## src/rtl/vsplice_pkg.sv

```systemverilog
package vsplice_pkg;

   typedef enum logic [1:0] {
      ESZ_B = 2'd0,
      ESZ_H = 2'd1,
      ESZ_W = 2'd2,
      ESZ_D = 2'd3
   } esz_e;

   // bytes per element for an element size code
   function automatic logic [3:0] esz_bytes(esz_e e);
      return 4'd1 << e;
   endfunction

endpackage

```

## src/rtl/vsplice_span.sv

```systemverilog
module vsplice_span
   import vsplice_pkg::*;
#(
   parameter  int VBYTES = 32,
   localparam int IDXW   = $clog2(VBYTES),
   localparam int LENW   = $clog2(VBYTES + 1)
) (
   input  logic              clk,
   input  logic              rst_n,
   input  logic [VBYTES-1:0] pred,
   input  esz_e              esz,
   output logic              any_act,
   output logic [IDXW-1:0]   first_pos,
   output logic [LENW-1:0]   seg_len
);

   logic [3:0]        eb;
   logic [2:0]        amask;
   logic [VBYTES-1:0] act;
   logic [IDXW-1:0]   last_pos;

   assign eb    = esz_bytes(esz);
   assign amask = 3'(eb - 4'd1);

   // keep only the predicate bit at the lowest byte of each element
   for (genvar j = 0; j < VBYTES; j++) begin : g_act
      localparam logic [2:0] JLO = 3'(j % 8);
      assign act[j] = pred[j] && ((JLO & amask) == 3'd0);
   end

   always_comb begin
      first_pos = '0;
      for (int k = VBYTES - 1; k >= 0; k--) begin
         if (act[k]) first_pos = IDXW'(k);
      end
   end

   always_comb begin
      last_pos = '0;
      for (int k = 0; k < VBYTES; k++) begin
         if (act[k]) last_pos = IDXW'(k);
      end
   end

   assign any_act = |act;
   assign seg_len = any_act ? (LENW'(last_pos) - LENW'(first_pos) + LENW'(eb)) : '0;


   len_bound_chk: assert property (@(posedge clk) disable iff (!rst_n)
      seg_len <= LENW'(VBYTES));


   first_hit_chk: assert property (@(posedge clk) disable iff (!rst_n)
      any_act |-> pred[first_pos]);


   first_align_chk: assert property (@(posedge clk) disable iff (!rst_n)
      any_act |-> ((3'(first_pos) & amask) == 3'd0));


   order_chk: assert property (@(posedge clk) disable iff (!rst_n)
      any_act |-> (first_pos <= last_pos));

endmodule

```

## src/rtl/vsplice_shift.sv

```systemverilog
module vsplice_shift #(
   parameter  int VBYTES      = 32,
   parameter  bit TOWARD_HIGH = 1'b0,
   localparam int AMTW        = $clog2(VBYTES + 1),
   localparam int W           = VBYTES * 8
) (
   input  logic [W-1:0]    din,
   input  logic [AMTW-1:0] amt,
   output logic [W-1:0]    dout
);

   logic [W-1:0] stg [AMTW+1];

   assign stg[0] = din;

   // logarithmic byte shifter, one stage per amount bit
   for (genvar s = 0; s < AMTW; s++) begin : g_stage
      localparam int SB = 1 << s;
      if (SB >= VBYTES) begin : g_clear
         assign stg[s+1] = amt[s] ? '0 : stg[s];
      end else if (TOWARD_HIGH) begin : g_up
         assign stg[s+1] = amt[s] ? {stg[s][W-1-SB*8:0], {(SB*8){1'b0}}} : stg[s];
      end else begin : g_down
         assign stg[s+1] = amt[s] ? {{(SB*8){1'b0}}, stg[s][W-1:SB*8]} : stg[s];
      end
   end

   assign dout = stg[AMTW];

endmodule

```

## src/rtl/vsplice_merge.sv

```systemverilog
module vsplice_merge #(
   parameter  int VBYTES = 32,
   localparam int LENW   = $clog2(VBYTES + 1),
   localparam int W      = VBYTES * 8
) (
   input  logic [W-1:0]    seg,
   input  logic [W-1:0]    fill,
   input  logic [LENW-1:0] seg_len,
   output logic [W-1:0]    dout
);

   for (genvar i = 0; i < VBYTES; i++) begin : g_byte
      localparam logic [LENW-1:0] IL = LENW'(i);
      assign dout[i*8 +: 8] = (IL < seg_len) ? seg[i*8 +: 8] : fill[i*8 +: 8];
   end

endmodule

```

## src/rtl/vsplice_unit.sv

```systemverilog
module vsplice_unit
   import vsplice_pkg::*;
#(
   parameter  int VBYTES = 32,
   localparam int W      = VBYTES * 8,
   localparam int IDXW   = $clog2(VBYTES),
   localparam int LENW   = $clog2(VBYTES + 1)
) (
   input  logic              clk,
   input  logic              rst_n,
   input  logic              in_valid,
   input  logic [1:0]        elem_size,
   input  logic [W-1:0]      vec_a,
   input  logic [W-1:0]      vec_b,
   input  logic [VBYTES-1:0] pred,
   output logic              out_valid,
   output logic [W-1:0]      out_vec
);

   if (VBYTES < 8 || (VBYTES % 8) != 0) begin : g_bad_width
      $error("vsplice_unit: VBYTES must be a multiple of 8 and at least 8");
   end

   logic            any_act;
   logic [IDXW-1:0] first_pos;
   logic [LENW-1:0] seg_len;
   logic [W-1:0]    a_down;
   logic [W-1:0]    b_up;
   logic [W-1:0]    merged;

   vsplice_span #(.VBYTES(VBYTES)) i_span (
      .clk       (clk),
      .rst_n     (rst_n),
      .pred      (pred),
      .esz       (esz_e'(elem_size)),
      .any_act   (any_act),
      .first_pos (first_pos),
      .seg_len   (seg_len)
   );

   vsplice_shift #(.VBYTES(VBYTES), .TOWARD_HIGH(1'b0)) i_shift_a (
      .din  (vec_a),
      .amt  (LENW'(first_pos)),
      .dout (a_down)
   );

   vsplice_shift #(.VBYTES(VBYTES), .TOWARD_HIGH(1'b1)) i_shift_b (
      .din  (vec_b),
      .amt  (seg_len),
      .dout (b_up)
   );

   vsplice_merge #(.VBYTES(VBYTES)) i_merge (
      .seg     (a_down),
      .fill    (b_up),
      .seg_len (seg_len),
      .dout    (merged)
   );

   always_ff @(posedge clk or negedge rst_n) begin
      if (!rst_n) begin
         out_valid <= 1'b0;
         out_vec   <= '0;
      end else begin
         out_valid <= in_valid;
         if (in_valid) out_vec <= merged;
      end
   end


   valid_pulse_chk: assert property (@(posedge clk) disable iff (!rst_n)
      in_valid |=> out_valid);


   valid_idle_chk: assert property (@(posedge clk) disable iff (!rst_n)
      !in_valid |=> !out_valid);


   hold_chk: assert property (@(posedge clk) disable iff (!rst_n)
      !in_valid |=> $stable(out_vec));


   empty_fill_chk: assert property (@(posedge clk) disable iff (!rst_n)
      (in_valid && !any_act) |=> (out_vec == $past(vec_b)));


   head_byte_chk: assert property (@(posedge clk) disable iff (!rst_n)
      (in_valid && any_act) |=> (out_vec[7:0] == $past(vec_a[{first_pos, 3'b000} +: 8])));

endmodule

```

## config.mk

```make
export PLATFORM = sky130hd
export DESIGN_NAME = vsplice_unit
export DESIGN_NICKNAME = d
export VERILOG_FILES = /design/src/rtl/vsplice_pkg.sv /design/src/rtl/vsplice_span.sv /design/src/rtl/vsplice_shift.sv /design/src/rtl/vsplice_merge.sv /design/src/rtl/vsplice_unit.sv
export SDC_FILE = /design/constraint.sdc
export NUM_CORES = 2
export LEC_CHECK = 0
export BUFFER_PORTS_ARGS = -buffer_cell sky130_fd_sc_hd__buf_4
export CAP_MARGIN = 0
export CORE_MARGIN = 2
export CORE_UTILIZATION = 35
export DETAILED_ROUTE_END_ITERATION = 8
export GPL_ROUTABILITY_DRIVEN = 0
export PLACE_DENSITY_LB_ADDON = 0.08
export SLEW_MARGIN = 20
export SYNTH_ARGS = -nofsm -noshare
export SYNTH_HDL_FRONTEND = slang
export SYNTH_HIERARCHICAL = 1
export SYNTH_SLANG_ARGS = --single-unit
```

## constraint.sdc

```tcl
create_clock -name clk -period 1.03 [get_ports clk]
set_clock_uncertainty 0.15 [all_clocks]
set_input_delay 0.103 -clock clk [delete_from_list [all_inputs] [get_ports clk]]
set_output_delay 0.103 -clock clk [all_outputs]
set_load 0.05 [all_outputs]
```

==> results.cfg <==
[clock_network]
h-tree-depth = 1
clockRootBuffer = clkbuf_16
cts_tree = yes
clkSlewWorstSetupHoldPaths_ns = 0.07
cts-buffers-inserted = 29
clock_path_buffers = 3
clock_latency_ns = 0.59
clkSinkCount = 257

[worst_setup_path]
path_common_cell = buf_4
crit_family = compound AO/OA/AOI/OAI gates
crit_start = pred[31]
reg2reg_depth = 1
slowest_delay_ns = 0.66
critPathArrivalTime_ns = 5.18
reg2reg_from = out_vec[227]$_DFFE_PN0P_
critPathSlowestCell = mux2i_4
setup.worst_path.end = out_vec[244]$_DFFE_PN0P_
crit_fanout = 5
crit_chain = buf_4, buf_4, nor2b_4, o211ai_1, a211oi_2, o221ai_2, a21oi_4, fa_1, inv_2, buf_6, ha_4, a21o_1, a211o_4, o211a_4, buf_8, clkinv_8, buf_12, buf_8, buf_4, mux2i_4, o22ai_2, a211o_1, mux2_4, mux2_4
cp-end-kind = flop
start_kind = input pin
crit_type = input pin to flop
crit_required_ns = 1.41
path_buf_inv = 9
critical_path_depth = 24
r2r_slack_ns = -0.24
worstReg2RegEnd = out_vec[227]$_DFFE_PN0P_

[route]
via_count = 54900
drtAntennaViolNets = 0
wl_per_cell_um = 40.80
dr.pass1.iters = 9
vias_per_cell = 6.920
drt_iter0_markers = 8687
drc_errors = 120
drt-total-wl_um = 323700

[sta]
finalSetupViolations = 513
max_freq_mhz = 208.5
max_slew_margin_pct = 20.97
min_period_over_period_pct = 465.7
min_period_ns = 4.797
hold_violations = 23
worst_hold_slack_ns = -0.2272
tns_ns = -984.14
layout_setup_ws_ns = -3.767
rsz0062_at_grt = true
finalMaxSlewViolations = 0
worst_slew_pin_slew_ns = 1.185

[power]
p_leak_nw = 32.11
p_per_area_nw_per_um2 = 2898
vdd_drop_max_v = 0.002029
power.total_mw = 212.1

[floorplanning]
die_area_sq_um = 125200
die_w_um = 353.8
ios = 806
rows = 128
start_util_pct = 35.23
coreArea_sq_um = 121600
fp.dieH_um = 353.8

[synth]
syn_area_sq_um = 42820
ys_seq_area_share_pct = 15.02
yosys_most_used_dff = dfrtp_1
synth_top_area_cell = mux4_2
ys_warn_count = 6
synth_top_family_by_area = multiplexers
synth_xor_area_share_pct = 0.06136
synth-seq-cells = 257
synth_cell_types = 101
synth_edf_count = 0
yosys.area_share.simple_pct = 8.847
syn_avg_cell_area_sq_um = 10.43
synth_compound_area_share_pct = 16.22
synthAdderAreaFrac_pct = 0.3915
synthCells = 4106
synth_top_area_share_pct = 24.24
muxShareOfSynthArea_pct = 53.18
synth_area_leaders = mux4_2 (24%), mux2_2 (20%), dfrtp_1 (15%)
synth-async-reset-ratio_pct = 100.0

[global_route]
grt.total_usage_pct = 48.24
first_global_vias = 51150
grt_overflow = 0
grt_max_degree = 145
grt_pass1_wl_um = 423500
antenna_found_initial = 30

[place]
hpwl_um = 246200
portBuffers = 805

[hold_path]
hold_path_class = input pin to asynchronous set/reset pin

[layout]
final_nets = 6828
layout_common_cells = buf_4 (2048), mux2_4 (535), mux4_2 (461)
final_common_cell = buf_4
final_layout_size_suffix_gt1_share_pct = 70.28
area_delta_synth_final_pct = 70.90

[job]
cap_violations = 0

[outcome]
violations = design-rule violations, negative hold slack, negative setup slack
outcome = finished, violations left
==> synth_stat cells (66+ instances only) <==
cell type  number
a22oi_1       129
nand2_1       243
mux4_2        461
o21ai_0       107
mux2i_1       388
clkbuf_1      154
mux2_2        752
a21oi_1        95
o22ai_1       102
buf_2         119
nor2_1        301
buf_4          66
dfrtp_1       257
==> cell type report <==
cell class	count	area [sq um]
timing repair buffer	2555	23320
clock buffer	45	855.8
fill	9989	48370
multi-input combinational	3376	40170
tap	1625	2033
inverter	49	240.2
clock inverter	6	92.59
sequential	257	6431
antenna	20	50.05
==> sequential cells by signal, indices dropped and copies added (netlist names) <==
| signal | flops |
|---|---|
| out_vec | 256 |
| out_valid | 1 |
==> stage by stage <==
stage	setup slack, ns	util, %	instances	cell area [sq um]
global placement	-4.483	50.51	7524	61390
detailed placement	-4.470	50.51	7524	61390
global route	-3.815	60.18	7920	73150
finish	-3.767	60.21	7933	73190
floorplan	-3.299	-	4108	44540
CTS	-3.409	57.40	7777	69770
==> power breakdown <==
| group | switching (mW) | leakage, nW | internal, mW |
|---|---|---|---|
| clock network | 4.90 | 0.456 | 6.17 |
| registers | 4.15 | 3.35 | 13.8 |
| logic | 101 | 28.3 | 82.2 |
==> cell families after synthesis <==
family                     after synthesis
AOI/OAI and AO/OA                      937
DFF                                    257
xor gates and xnor gates                 3
adders and majority gates               11
and+or+nand+nor                        814
muxes                                 1604
buffers and inverters                  479
other                                    1
==> worst min path at each step <==
| stage | startpoint | end | slack (ns) |
|---|---|---|---|
| 2_1_floorplan | rst_n | out_valid$_DFF_PN0_ | -0.34 |
| 3_3_place_gp | rst_n | out_vec[161]$_DFFE_PN0P_ | -0.18 |
| 3_5_place_dp | rst_n | out_vec[161]$_DFFE_PN0P_ | -0.18 |
| 4_1_cts | rst_n | out_vec[161]$_DFFE_PN0P_ | -0.23 |
| 5_1_grt | rst_n | out_vec[35]$_DFFE_PN0P_ | -0.22 |
| 6_report | rst_n | out_vec[35]$_DFFE_PN0P_ | -0.23 |
==> metal layers <==
layer / GRT usage, % / wire, um
met3: 21.20 / 50100
met1: 56.40 / 108000
met5: 1.283 / 779
met2: 69.20 / 129800
met4: 36.72 / 35020
==> what timing repair did <==
| item | CTS | global route |
|---|---|---|
| resized for setup | 1163 | 513 |
| endpoints found under the setup margin | 513 | 513 |
| cloned | 31 | 13 |
| hold buffers | 2 | 1 |
| setup buffers | 213 | 171 |
| pin swaps | 219 | 189 |
| endpoints found under the hold margin | 308 | 20 |
(Power assumes the default switching activity.)
